$ cat src/rtl/rbs_pkg.sv
package rbs_pkg;
   typedef enum logic {
      BANK_IDLE  = 1'b0,
      BANK_SERVE = 1'b1
   } bank_state_e;
endpackage

$ cat src/rtl/rbs_bank.sv
module rbs_bank
   import rbs_pkg::*;
#(
   parameter int NT    = 8,
   parameter int DEPTH = 8,
   parameter int SVC_W = 8
) (
   input  logic                clk,
   input  logic                rst_n,
   input  logic                push,
   input  logic [$clog2(NT)-1:0] push_thread,
   output logic                full,
   input  logic                arrival,
   input  logic [NT*$clog2(NT)-1:0] rank_flat,
   input  logic [SVC_W-1:0]    svc_len,
   output logic                busy,
   output logic                issue,
   output logic [$clog2(NT)-1:0] issue_thread,
   output logic                fin,
   output logic [$clog2(NT)-1:0] fin_thread
);
   localparam int TW = $clog2(NT);
   localparam int CW = $clog2(DEPTH + 1);
   localparam int IW = $clog2(DEPTH);
   localparam int PW = $clog2(NT + 1);

   logic [TW-1:0] ent_q [DEPTH];
   logic [TW-1:0] ent_n [DEPTH];
   logic [CW-1:0] cnt_q, cnt_n, cnt_after;
   logic [PW-1:0] prio [DEPTH];
   logic [IW-1:0] sel_idx;

   bank_state_e   state_q;
   logic [SVC_W-1:0] rem_q;
   logic [TW-1:0] cur_q;

   // priority position of each stored entry; first listing wins
   for (genvar e = 0; e < DEPTH; e++) begin : g_prio
      always_comb begin
         prio[e] = PW'(NT);
         for (int p = NT - 1; p >= 0; p--) begin
            if (rank_flat[p*TW +: TW] == ent_q[e]) prio[e] = PW'(p);
         end
      end
   end

   // entry 0 is always the oldest, so the lowest index wins ties
   always_comb begin
      int best_p;
      best_p  = NT + 1;
      sel_idx = '0;
      if (!arrival) begin
         for (int i = 0; i < DEPTH; i++) begin
            if (CW'(i) < cnt_q && int'(prio[i]) < best_p) begin
               best_p  = int'(prio[i]);
               sel_idx = IW'(i);
            end
         end
      end
   end

   assign busy         = (state_q == BANK_SERVE);
   assign issue        = !busy && (cnt_q != '0);
   assign issue_thread = ent_q[sel_idx];
   assign full         = (cnt_q == CW'(DEPTH));
   assign fin          = busy && (rem_q == SVC_W'(1));
   assign fin_thread   = cur_q;

   // compacting buffer: remove the issued entry, then append
   always_comb begin
      for (int i = 0; i < DEPTH; i++) ent_n[i] = ent_q[i];
      if (issue) begin
         for (int i = 0; i < DEPTH - 1; i++) begin
            if (i >= int'(sel_idx)) ent_n[i] = ent_q[i+1];
         end
      end
      cnt_after = cnt_q - CW'(issue);
      if (push) begin
         for (int i = 0; i < DEPTH; i++) begin
            if (CW'(i) == cnt_after) ent_n[i] = push_thread;
         end
      end
      cnt_n = cnt_after + CW'(push);
   end

   always_ff @(posedge clk) begin
      if (!rst_n) begin
         cnt_q <= '0;
         for (int i = 0; i < DEPTH; i++) ent_q[i] <= '0;
      end else begin
         cnt_q <= cnt_n;
         for (int i = 0; i < DEPTH; i++) ent_q[i] <= ent_n[i];
      end
   end

   always_ff @(posedge clk) begin
      if (!rst_n) begin
         state_q <= BANK_IDLE;
         rem_q   <= '0;
         cur_q   <= '0;
      end else begin
         case (state_q)
            BANK_IDLE: if (issue) begin
               state_q <= BANK_SERVE;
               rem_q   <= (svc_len == '0) ? SVC_W'(1) : svc_len;
               cur_q   <= issue_thread;
            end
            default: begin
               if (rem_q == SVC_W'(1)) state_q <= BANK_IDLE;
               else                    rem_q   <= rem_q - SVC_W'(1);
            end
         endcase
      end
   end

   // the top never pushes into a full buffer
   a_r1_no_overflow: assert property (@(posedge clk) disable iff (!rst_n)
      push |-> (cnt_q < CW'(DEPTH)));
   // a finishing service frees the bank in the next cycle
   a_r6_fin_frees: assert property (@(posedge clk) disable iff (!rst_n)
      fin |=> !busy);
   // an issue always starts a service
   a_r2_issue_starts: assert property (@(posedge clk) disable iff (!rst_n)
      issue |=> busy);
endmodule

$ cat src/rtl/rbs_thread_track.sv
module rbs_thread_track #(
   parameter int NT    = 8,
   parameter int NB    = 4,
   parameter int MAXO  = 32,
   parameter int CYC_W = 16
) (
   input  logic                  clk,
   input  logic                  rst_n,
   input  logic                  acc,
   input  logic [$clog2(NT)-1:0] acc_thread,
   input  logic [NB-1:0]         fin,
   input  logic [NB*$clog2(NT)-1:0] fin_thread_flat,
   output logic [NT-1:0]         stall,
   output logic [NT-1:0]         done,
   output logic [CYC_W-1:0]      cyc
);
   localparam int TW = $clog2(NT);
   localparam int OW = $clog2(MAXO + 1);

   logic [CYC_W-1:0] cyc_q;

   always_ff @(posedge clk) begin
      if (!rst_n) cyc_q <= '0;
      else        cyc_q <= cyc_q + CYC_W'(1);
   end
   assign cyc = cyc_q;

   for (genvar t = 0; t < NT; t++) begin : g_thr
      logic [OW-1:0] out_q, out_n;
      logic          inc;
      int            dec;
      logic          done_q;

      assign inc = acc && (acc_thread == TW'(t));

      always_comb begin
         dec = 0;
         for (int b = 0; b < NB; b++) begin
            if (fin[b] && fin_thread_flat[b*TW +: TW] == TW'(t)) dec = dec + 1;
         end
         out_n = out_q + OW'(inc) - OW'(dec);
      end

      always_ff @(posedge clk) begin
         if (!rst_n) begin
            out_q  <= '0;
            done_q <= 1'b0;
         end else begin
            out_q  <= out_n;
            done_q <= (out_q != '0) && (out_n == '0);
         end
      end

      assign stall[t] = (out_q != '0);
      assign done[t]  = done_q;

      // completions never exceed what is outstanding
      a_r7_no_underflow: assert property (@(posedge clk) disable iff (!rst_n)
         dec <= int'(out_q) + int'(inc));
      // a done pulse coincides with the stall bit falling
      a_r8_done_on_fall: assert property (@(posedge clk) disable iff (!rst_n)
         done[t] |-> (!stall[t] && $past(stall[t])));
   end
endmodule

$ cat src/rtl/rank_bank_sched.sv
module rank_bank_sched #(
   parameter int NUM_BANKS   = 4,
   parameter int NUM_THREADS = 8,
   parameter int QDEPTH      = 8,
   parameter int SVC_W       = 8,
   parameter int CYC_W       = 16,
   parameter int TW          = $clog2(NUM_THREADS),
   parameter int BW          = $clog2(NUM_BANKS)
) (
   input  logic                      clk,
   input  logic                      rst_n,
   input  logic                      req_valid,
   input  logic [TW-1:0]             req_thread,
   input  logic [BW-1:0]             req_bank,
   output logic                      req_ready,
   input  logic                      arrival_order,
   input  logic [SVC_W-1:0]          service_cycles,
   input  logic [NUM_THREADS*TW-1:0] rank_list,
   output logic [NUM_BANKS-1:0]      issue_valid,
   output logic [NUM_BANKS*TW-1:0]   issue_thread,
   output logic [NUM_BANKS-1:0]      bank_busy,
   output logic [NUM_THREADS-1:0]    thread_stall,
   output logic [NUM_THREADS-1:0]    thread_done,
   output logic [CYC_W-1:0]          done_cycle
);
   localparam int MAXO = NUM_BANKS * QDEPTH;

   if (NUM_BANKS < 2)  begin : g_bad_banks   $error("NUM_BANKS must be at least 2"); end
   if (NUM_THREADS < 2 || (1 << TW) != NUM_THREADS)
                       begin : g_bad_threads $error("NUM_THREADS must be a power of two >= 2"); end
   if (QDEPTH < 2)     begin : g_bad_depth   $error("QDEPTH must be at least 2"); end
   if (SVC_W < 1)      begin : g_bad_svc     $error("SVC_W must be at least 1"); end
   if (CYC_W < 2)      begin : g_bad_cyc     $error("CYC_W must be at least 2"); end

   logic [NUM_BANKS-1:0]      full, push, fin;
   logic [NUM_BANKS*TW-1:0]   fin_thread;
   logic [NUM_THREADS*TW-1:0] rank_q, rank_eff;
   logic                      all_idle, bank_ok;

   assign bank_ok   = (int'(req_bank) < NUM_BANKS);
   assign req_ready = bank_ok && !full[req_bank];
   assign all_idle  = (bank_busy == '0);
   assign rank_eff  = all_idle ? rank_list : rank_q;

   always_ff @(posedge clk) begin
      if (!rst_n) begin
         for (int p = 0; p < NUM_THREADS; p++) rank_q[p*TW +: TW] <= TW'(p);
      end else begin
         rank_q <= rank_eff;
      end
   end

   for (genvar b = 0; b < NUM_BANKS; b++) begin : g_bank
      assign push[b] = req_valid && req_ready && (req_bank == BW'(b));

      rbs_bank #(
         .NT    (NUM_THREADS),
         .DEPTH (QDEPTH),
         .SVC_W (SVC_W)
      ) u_bank (
         .clk          (clk),
         .rst_n        (rst_n),
         .push         (push[b]),
         .push_thread  (req_thread),
         .full         (full[b]),
         .arrival      (arrival_order),
         .rank_flat    (rank_eff),
         .svc_len      (service_cycles),
         .busy         (bank_busy[b]),
         .issue        (issue_valid[b]),
         .issue_thread (issue_thread[b*TW +: TW]),
         .fin          (fin[b]),
         .fin_thread   (fin_thread[b*TW +: TW])
      );
   end

   rbs_thread_track #(
      .NT    (NUM_THREADS),
      .NB    (NUM_BANKS),
      .MAXO  (MAXO),
      .CYC_W (CYC_W)
   ) u_track (
      .clk             (clk),
      .rst_n           (rst_n),
      .acc             (req_valid && req_ready),
      .acc_thread      (req_thread),
      .fin             (fin),
      .fin_thread_flat (fin_thread),
      .stall           (thread_stall),
      .done            (thread_done),
      .cyc             (done_cycle)
   );

   // the ranking in use cannot move while any bank is serving
   a_r9_rank_hold: assert property (@(posedge clk) disable iff (!rst_n)
      (|bank_busy) |-> (rank_eff == $past(rank_eff)));
   // nothing is accepted for a bank whose buffer is full
   a_r1_refuse_full: assert property (@(posedge clk) disable iff (!rst_n)
      (req_valid && bank_ok && full[req_bank]) |-> !req_ready);
endmodule

$ cat config.mk
export PLATFORM = sky130hd
export DESIGN_NAME = rank_bank_sched
export DESIGN_NICKNAME = d
export VERILOG_FILES = /design/src/rtl/rbs_pkg.sv /design/src/rtl/rbs_bank.sv /design/src/rtl/rbs_thread_track.sv /design/src/rtl/rank_bank_sched.sv
export SDC_FILE = /design/constraint.sdc
export NUM_CORES = 2
export LEC_CHECK = 0
export BUFFER_PORTS_ARGS = -buffer_cell sky130_fd_sc_hd__buf_2
export CAP_MARGIN = 0
export CORE_MARGIN = 2
export CORE_UTILIZATION = 45
export DETAILED_ROUTE_END_ITERATION = 12
export PLACE_DENSITY = 0.66
export SLEW_MARGIN = 40
export SYNTH_ARGS = -nofsm -noshare
export SYNTH_HDL_FRONTEND = slang
export SYNTH_SLANG_ARGS = --single-unit
$ cat constraint.sdc
create_clock -name clk -period 15.9 [get_ports clk]
set_input_delay 0 -clock clk [delete_from_list [all_inputs] [get_ports clk]]
set_output_delay 0 -clock clk [all_outputs]
set_load 0.03 [all_outputs]
After elaboration in Yosys (flattened, before gate mapping) --
Memory sizes are Yosys's and may differ from the RTL's. Index checks and enable logic that the tools add are counted.
Word-level totals: register bits 160, bits in writable memories 96, input port bits 41, output and inout port bits 53, logic and storage cells 1202, memories kept 4
Memory list:
- g_bank[0].u_bank.ent_q | words 8, width 3, read ports 9, clocked after memory_dff 0, wr ports 8, RTL line rbs_bank.sv:27 | logic [TW-1:0] ent_q [DEPTH];
- g_bank[1].u_bank.ent_q | words 8, width 3, read ports 9, clocked after memory_dff 0, wr ports 8, RTL line rbs_bank.sv:27
- g_bank[2].u_bank.ent_q | words 8, width 3, read ports 9, clocked after memory_dff 0, wr ports 8, RTL line rbs_bank.sv:27
- g_bank[3].u_bank.ent_q | words 8, width 3, read ports 9, clocked after memory_dff 0, wr ports 8, RTL line rbs_bank.sv:27
Operators by class: $add $sub $neg 53, magnitude comparators 93, equal/unequal tests 334, multiplexer cells 506, bitwise logic cells 36, reduce and logical (&&, ||, !) cells 142
Operator list (number):
- $mux W32 | 52
- $mux W4 | 260
- $lt A5 B32 Y1 | 28
- $eq A3 B3 Y1 | 256
- $mux W3 | 112
- $mux W24 | 5
- $mux W8 | 13
- $mux W6 | 16
- $logic_and A1 B1 Y1 | 93
- $mux W21 | 4
- $eq A3 B4 Y1 const A | 16
- $lt A3 B4 Y1 const A | 16
- $eq A3 B3 Y1 const B | 20
- $add A6 B1 Y6 | 8
- $add A6 B2 Y6 const B | 8
- $logic_not A6 Y1 | 8
- $reduce_bool A6 Y1 | 8
- $sub A6 B6 Y6 | 8
- $ge A3 B3 Y1 const A | 12
- $eq A2 B4 Y1 const A | 8
- $eq A8 B1 Y1 const B | 4
- $lt A1 B4 Y1 const A | 8
- $lt A2 B4 Y1 const A | 8
- $mux W2 | 16
- other kinds (29) | 177

Logic depth before layout (Yosys ltp) --
word-level depth 49, gate-level depth with buffers 71, mapped depth without buffers 67

Hierarchy --
Synthesis repeated with hierarchy kept, for this count alone.
Unflattened totals: cell total of the unflattened synthesis 4220, area, all modules 33115.5 um^2
By module, submodules not included:
- rbs_bank at g_bank[1].u_bank | instances 1, cells each 865, area each 6505.0 um^2, seq. area each 800.8 um^2
- rbs_bank at g_bank[2].u_bank | instances 1, cells each 865, area each 6503.7 um^2, seq. area each 800.8 um^2
- rbs_bank at g_bank[0].u_bank | instances 1, cells each 850, area each 6439.9 um^2, seq. area each 800.8 um^2
- rbs_bank at g_bank[3].u_bank | instances 1, cells each 835, area each 6381.1 um^2, seq. area each 800.8 um^2
- rbs_thread_track | instances 1, cells each 666, area each 5875.6 um^2, seq. area each 1441.4 um^2
- rank_bank_sched | instances 1, cells each 139, area each 1410.1 um^2, seq. area each 480.5 um^2

Least setup slack after synthesis --
No wires, ideal clock.
kind register to output, start register g_bank[2].u_bank.state_q, end output port issue_thread[6], data arrival time 14.439 ns, data required time 15.900 ns, setup slack 1.461 ns, cell stages (with the launch flop) 63, buffers on the path 7, cell sequence dfxtp_1 > buf_6 > nor4_1 > buf_2 > buf_2 > mux2i_1 > buf_4 > buf_2 > xnor2_1 > nor3_1 > nor2b_1 > nor3b_1 > nand2_1 > inv_1 > ha_1 > a221o_1 > a31oi_1 > and2_1 > [27 not listed] > o21ai_0 > ha_1 > a221o_1 > nand2b_1 > a2111oi_0 > a211oi_2 > buf_2 > mux2i_1 > ha_1 > o211ai_1 > o41ai_1 > a21oi_1 > o21ai_4 > buf_4 > o2bb2ai_4 > mux2i_1 > mux2_2 > mux2i_1
On the way: cells in the longest elaborated chain, start to end 44, elaborated cells on any way between the ends 169, those cells by class order compare: 8; eq/ne: 64; mux: 87; reduce/logical: 9; memory: 1
Ends and longest elaborated chain:
- start, declared | RTL line rbs_bank.sv:33 | bank_state_e state_q;
- start signal, assigned | RTL line rbs_bank.sv:98 | state_q <= BANK_IDLE;
- start signal, assigned | RTL line rbs_bank.sv:104 | state_q <= BANK_SERVE;
- start signal, assigned | RTL line rbs_bank.sv:109 | if (rem_q == SVC_W'(1)) state_q <= BANK_IDLE;
- $logic_not A4 Y1 (*) | RTL line rank_bank_sched.sv:42 | assign all_idle = (bank_busy == '0);
- $mux W24 (*) | RTL line rank_bank_sched.sv:43 | assign rank_eff = all_idle ? rank_list : rank_q;
- $eq A3 B3 Y1 | RTL line rbs_bank.sv:42 | if (rank_flat[p*TW +: TW] == ent_q[e]) prio[e] = PW'(p);
- $mux W4 (8 in a row) | RTL line rbs_bank.sv:42
- $lt A4 B4 Y1 | RTL line rbs_bank.sv:54 | if (CW'(i) < cnt_q && int'(prio[i]) < best_p) begin
- $logic_and A1 B1 Y1 | RTL line rbs_bank.sv:54
- $mux W4 | RTL line rbs_bank.sv:54
- $mux W32 | RTL line rbs_bank.sv:52 | if (!arrival) begin
- [21 not listed]
- $logic_and A1 B1 Y1 | RTL line rbs_bank.sv:54
- $mux W32 | RTL line rbs_bank.sv:54
- $mux W32 | RTL line rbs_bank.sv:52
- $lt A5 B32 Y1 | RTL line rbs_bank.sv:54
- $logic_and A1 B1 Y1 | RTL line rbs_bank.sv:54
- $mux W3 (*) | RTL line rbs_bank.sv:54
- $mux W3 (*) | RTL line rbs_bank.sv:52
- $mem_v2 Z8 W3 (*)
- end, declared | RTL line rank_bank_sched.sv:20 | output logic [NUM_BANKS*TW-1:0] issue_thread,
Mark *: on every way between the ends. The rest lies on a longest branch, timed or not. The select of a mux whose other input is x is not followed.

Final worst setup path --
start register g_bank[0].u_bank.state_q, end output port issue_thread[7]
On the way: cells in the longest elaborated chain, start to end 44, elaborated cells on any way between the ends 169, those cells by class order compare: 8; eq/ne: 64; mux: 87; reduce/logical: 9; memory: 1
Ends and longest elaborated chain (RTL line):
- start, declared | rbs_bank.sv:33
- start signal, assigned | rbs_bank.sv:98
- start signal, assigned | rbs_bank.sv:104
- start signal, assigned | rbs_bank.sv:109
- $logic_not A4 Y1 (*) | rank_bank_sched.sv:42
- $mux W24 (*) | rank_bank_sched.sv:43
- $eq A3 B3 Y1 | rbs_bank.sv:42
- $mux W4 (8 in a row) | rbs_bank.sv:42
- $lt A4 B4 Y1 | rbs_bank.sv:54
- $logic_and A1 B1 Y1 | rbs_bank.sv:54
- $mux W4 | rbs_bank.sv:54
- $mux W32 | rbs_bank.sv:52
- [21 not listed]
- $logic_and A1 B1 Y1 | rbs_bank.sv:54
- $mux W32 | rbs_bank.sv:54
- $mux W32 | rbs_bank.sv:52
- $lt A5 B32 Y1 | rbs_bank.sv:54
- $logic_and A1 B1 Y1 | rbs_bank.sv:54
- $mux W3 (*) | rbs_bank.sv:54
- $mux W3 (*) | rbs_bank.sv:52
- $mem_v2 Z8 W3 (*)
Marked as above.

==> metrics.txt <==
outcome finished, violations left; violated checks negative hold slack; RR Startpoint g_bank[0].u_bank.busy$_SDFF_PN0_; Site Rows 99; fill count 7105; Routed Wire Length ~110 mm; routed vias between 30k and 40k; Post-synth EDFFs 0; Post-DP HPWL 79.2 mm; GP Congestion around 0.96; most frequent cells in the layout xnor2_1, nor2_1, nor3_1; die area about 76000 um2; Worst-Margin Slew 910 ps; asr flop ratio synth 0%; number of synthesized register bits 256; cell area after synthesis between 30000 and 40000 um2; Worst Setup EP issue_thread[7]; Post-route DRC 0; CP startpoint g_bank[0].u_bank.busy$_SDFF_PN0_; antenna violations before repair 3; worst reg2reg path depth 62; largest area contributor in the netlist xnor2_1; library cells used by synthesis roughly 110; CTS H-tree depth 1; Max-Cap Viols 0; R2R Path End g_bank[2].u_bank.ent_q[0][0]$_SDFF_PN0_; DR vias/cell slightly above 6; Fin Hold WS -20.0 ps; Setup Crit Path Kind flip-flop to output port; first drt pass iteration count 8; Port Buffer Count 93; Slew headroom 38.9%; CP Capture Type output port; Clock Skew 13.1 ps; post-layout min period approximately 15000 ps; Max FO, Critical Path 8; ant diodes 0; met2 wire len 47.7 mm; Mean Syn Cell Area ~7.6 um2; pre-CTS setup slack 282 ps; Max Clk Rate about 65 MHz; Syn. warnings 0; Most common cell on crit path ha_1; Largest stage delay, worst path around 700 ps; total gr overflow 0; Gate Count Post-Synth roughly 4.4k; top cells by area, synth xnor2_1, dfxtp_1, ha_1; Final Slew Violations 0; r2r setup slk between 900 and 1000 ps; Worst-path clk slew 60 ps; Startpoint Class flip-flop; DIE WIDTH 276 um; TritonCTS buffer count 31; initial DRC count roughly 3.1k; Setup WS post-layout approximately 470 ps; Tightest Hold Check Type primary input to flip-flop; uppermost layer routed met5; pin count of the biggest net entering global routing 74; clk_lat worst skew around 630 ps; gr usage total roughly 28%; Synth Flop Type dfxtp_1; crit path max-delay cell type or4_4; Hold Fails Final Rpt 2; CTS Sinks roughly 260; Std-Cell Core Area around 73000 um2; chip height roughly 280 um; commonest non-fill, non-tap cell in the layout xnor2_1; maximum root-to-sink buffer count 3; Met3 Wirelength ~10 mm; area share of the largest cell type after synthesis between 15 and 20%; clk root buf clkbuf_16; fin crit share a little over nine tenths; Initial Util between 40% and 50%; Post-Route M1 WL 48.6 mm; Area growth syn-to-layout 8.75%; # IOs 94; vias in the first global route about 29k; placed cell area approximately 34000 um2; design area approximately 36000 um2; CP arrival ~15000 ps; layout cell share with drive strength beyond 1 about a tenth; global-route wire length before repair between 150 and 200 mm; Final ANT Viol Nets 0; nets 4610; CTS tree built; DR WL/cell around 21 um; Req. time, crit path 15900 ps; final setup vio count 0; sequential area share after synthesis ~15%
==> per-stage QoR <==
step                std cells  hold slack [ps]  utilization (%)  setup TNS [ps]
floorplan                4399              239                -               0
global placement         5217              435             46.9               0
detailed placement       5218              434             46.9               0
CTS                      5288            0.310             48.6           -8.45
global route             5327            0.543             49.6            -237
finish                   5327            -20.0             49.6               0
==> worst min path at each step <==
stage,cells past startpoint,endpoint,from
after CTS,3,rank_q[12]$_SDFF_PN0_,rank_list[12]
after detailed placement,1,thread_done[0],u_track.g_thr[0].done_q$_SDFF_PN0_
after global placement,1,thread_done[7],u_track.g_thr[7].done_q$_SDFF_PN0_
after floorplan,2,g_bank[1].u_bank.rem_q[7]$_SDFFE_PN0P_,service_cycles[7]
final,4,rank_q[7]$_SDFF_PN1_,rank_list[7]
after global routing,4,rank_q[7]$_SDFF_PN1_,rank_list[7]
==> cell usage after synthesis, types with 61 or more instances <==
cell type and number:
a211oi_1 92, a21oi_1 192, and2_1 97, clkbuf_1 162
dfxtp_1 256, ha_1 213, inv_1 206, mux2i_1 122
nand2_1 242, nand3_1 97, nor2_1 352, nor2b_1 79
nor3_1 261, o21ai_0 164, or3_1 61, xnor2_1 754
xor2_1 92
==> metal layers <==
metal,GRT usage [%],vias to the layer above
met3,4.16,292
met2,43.5,1425
li1,-,15296
met1,38.1,15182
met5,0,-
met4,12.9,2
==> critical path: cells and delay by family, from the launching register on <==
family	cells	cell delay [ps]
compound gates	32	6920
simple gates	12	2890
fa+ha+maj	7	2170
mux	4	1330
buf+inv	6	870
flops	1	400
xor+xnor	1	160
==> cell families (layout without fill, tap and decap cells) <==
family / after synthesis / in the layout / synth area share [%]
multiplexers: 173 / 173 / 5.66
adder cells (fa/ha/maj): 221 / 221 / 8.46
XOR/XNOR: 846 / 846 / 22.2
other: 1 / 8 / 0.0112
AND/OR/NAND/NOR: 1466 / 1467 / 22.2
flip-flops: 256 / 256 / 15.3
AO/OA/AOI/OAI: 919 / 921 / 19.3
buffers and inverters: 510 / 476 / 6.93
==> timing repair <==
item                                   in CTS  in global routing
gates cloned                                1                  5
buffers inserted                            4                 30
endpoints found under the hold margin     117                  4
pin swaps                                   2                 19
hold buffers                               12                  4
gates resized for setup                     4                107
setup endpoints to repair                   5                 90
==> final cells by class <==
class | count | area, um2 | area share [%]
multi-input cells | 3636 | 26600 | 73.2
clock buffers | 38 | 822 | 2.26
flip-flops and latches | 256 | 5120 | 14.1
well taps | 959 | 1200 | 3.30
inverters | 209 | 787 | 2.17
repair buffers | 214 | 1620 | 4.45
clock inverters | 15 | 200 | 0.551
==> flip-flops by register name (all words and copies together), names as in the netlist <==
name and cells:
g_bank.u_bank.ent_q 96, u_track.cyc 16, u_track.g_thr.done_q 8, rank_q 24
g_bank.u_bank.fin_thread 12, g_bank.u_bank.cnt_q 16, g_bank.u_bank.rem_q 32, g_bank.u_bank.busy 4
u_track.g_thr.out_q 48
Power is left out: the tool's default activity adds up to more than one toggle a clock period on the data nets, which glitch-free logic cannot reach.
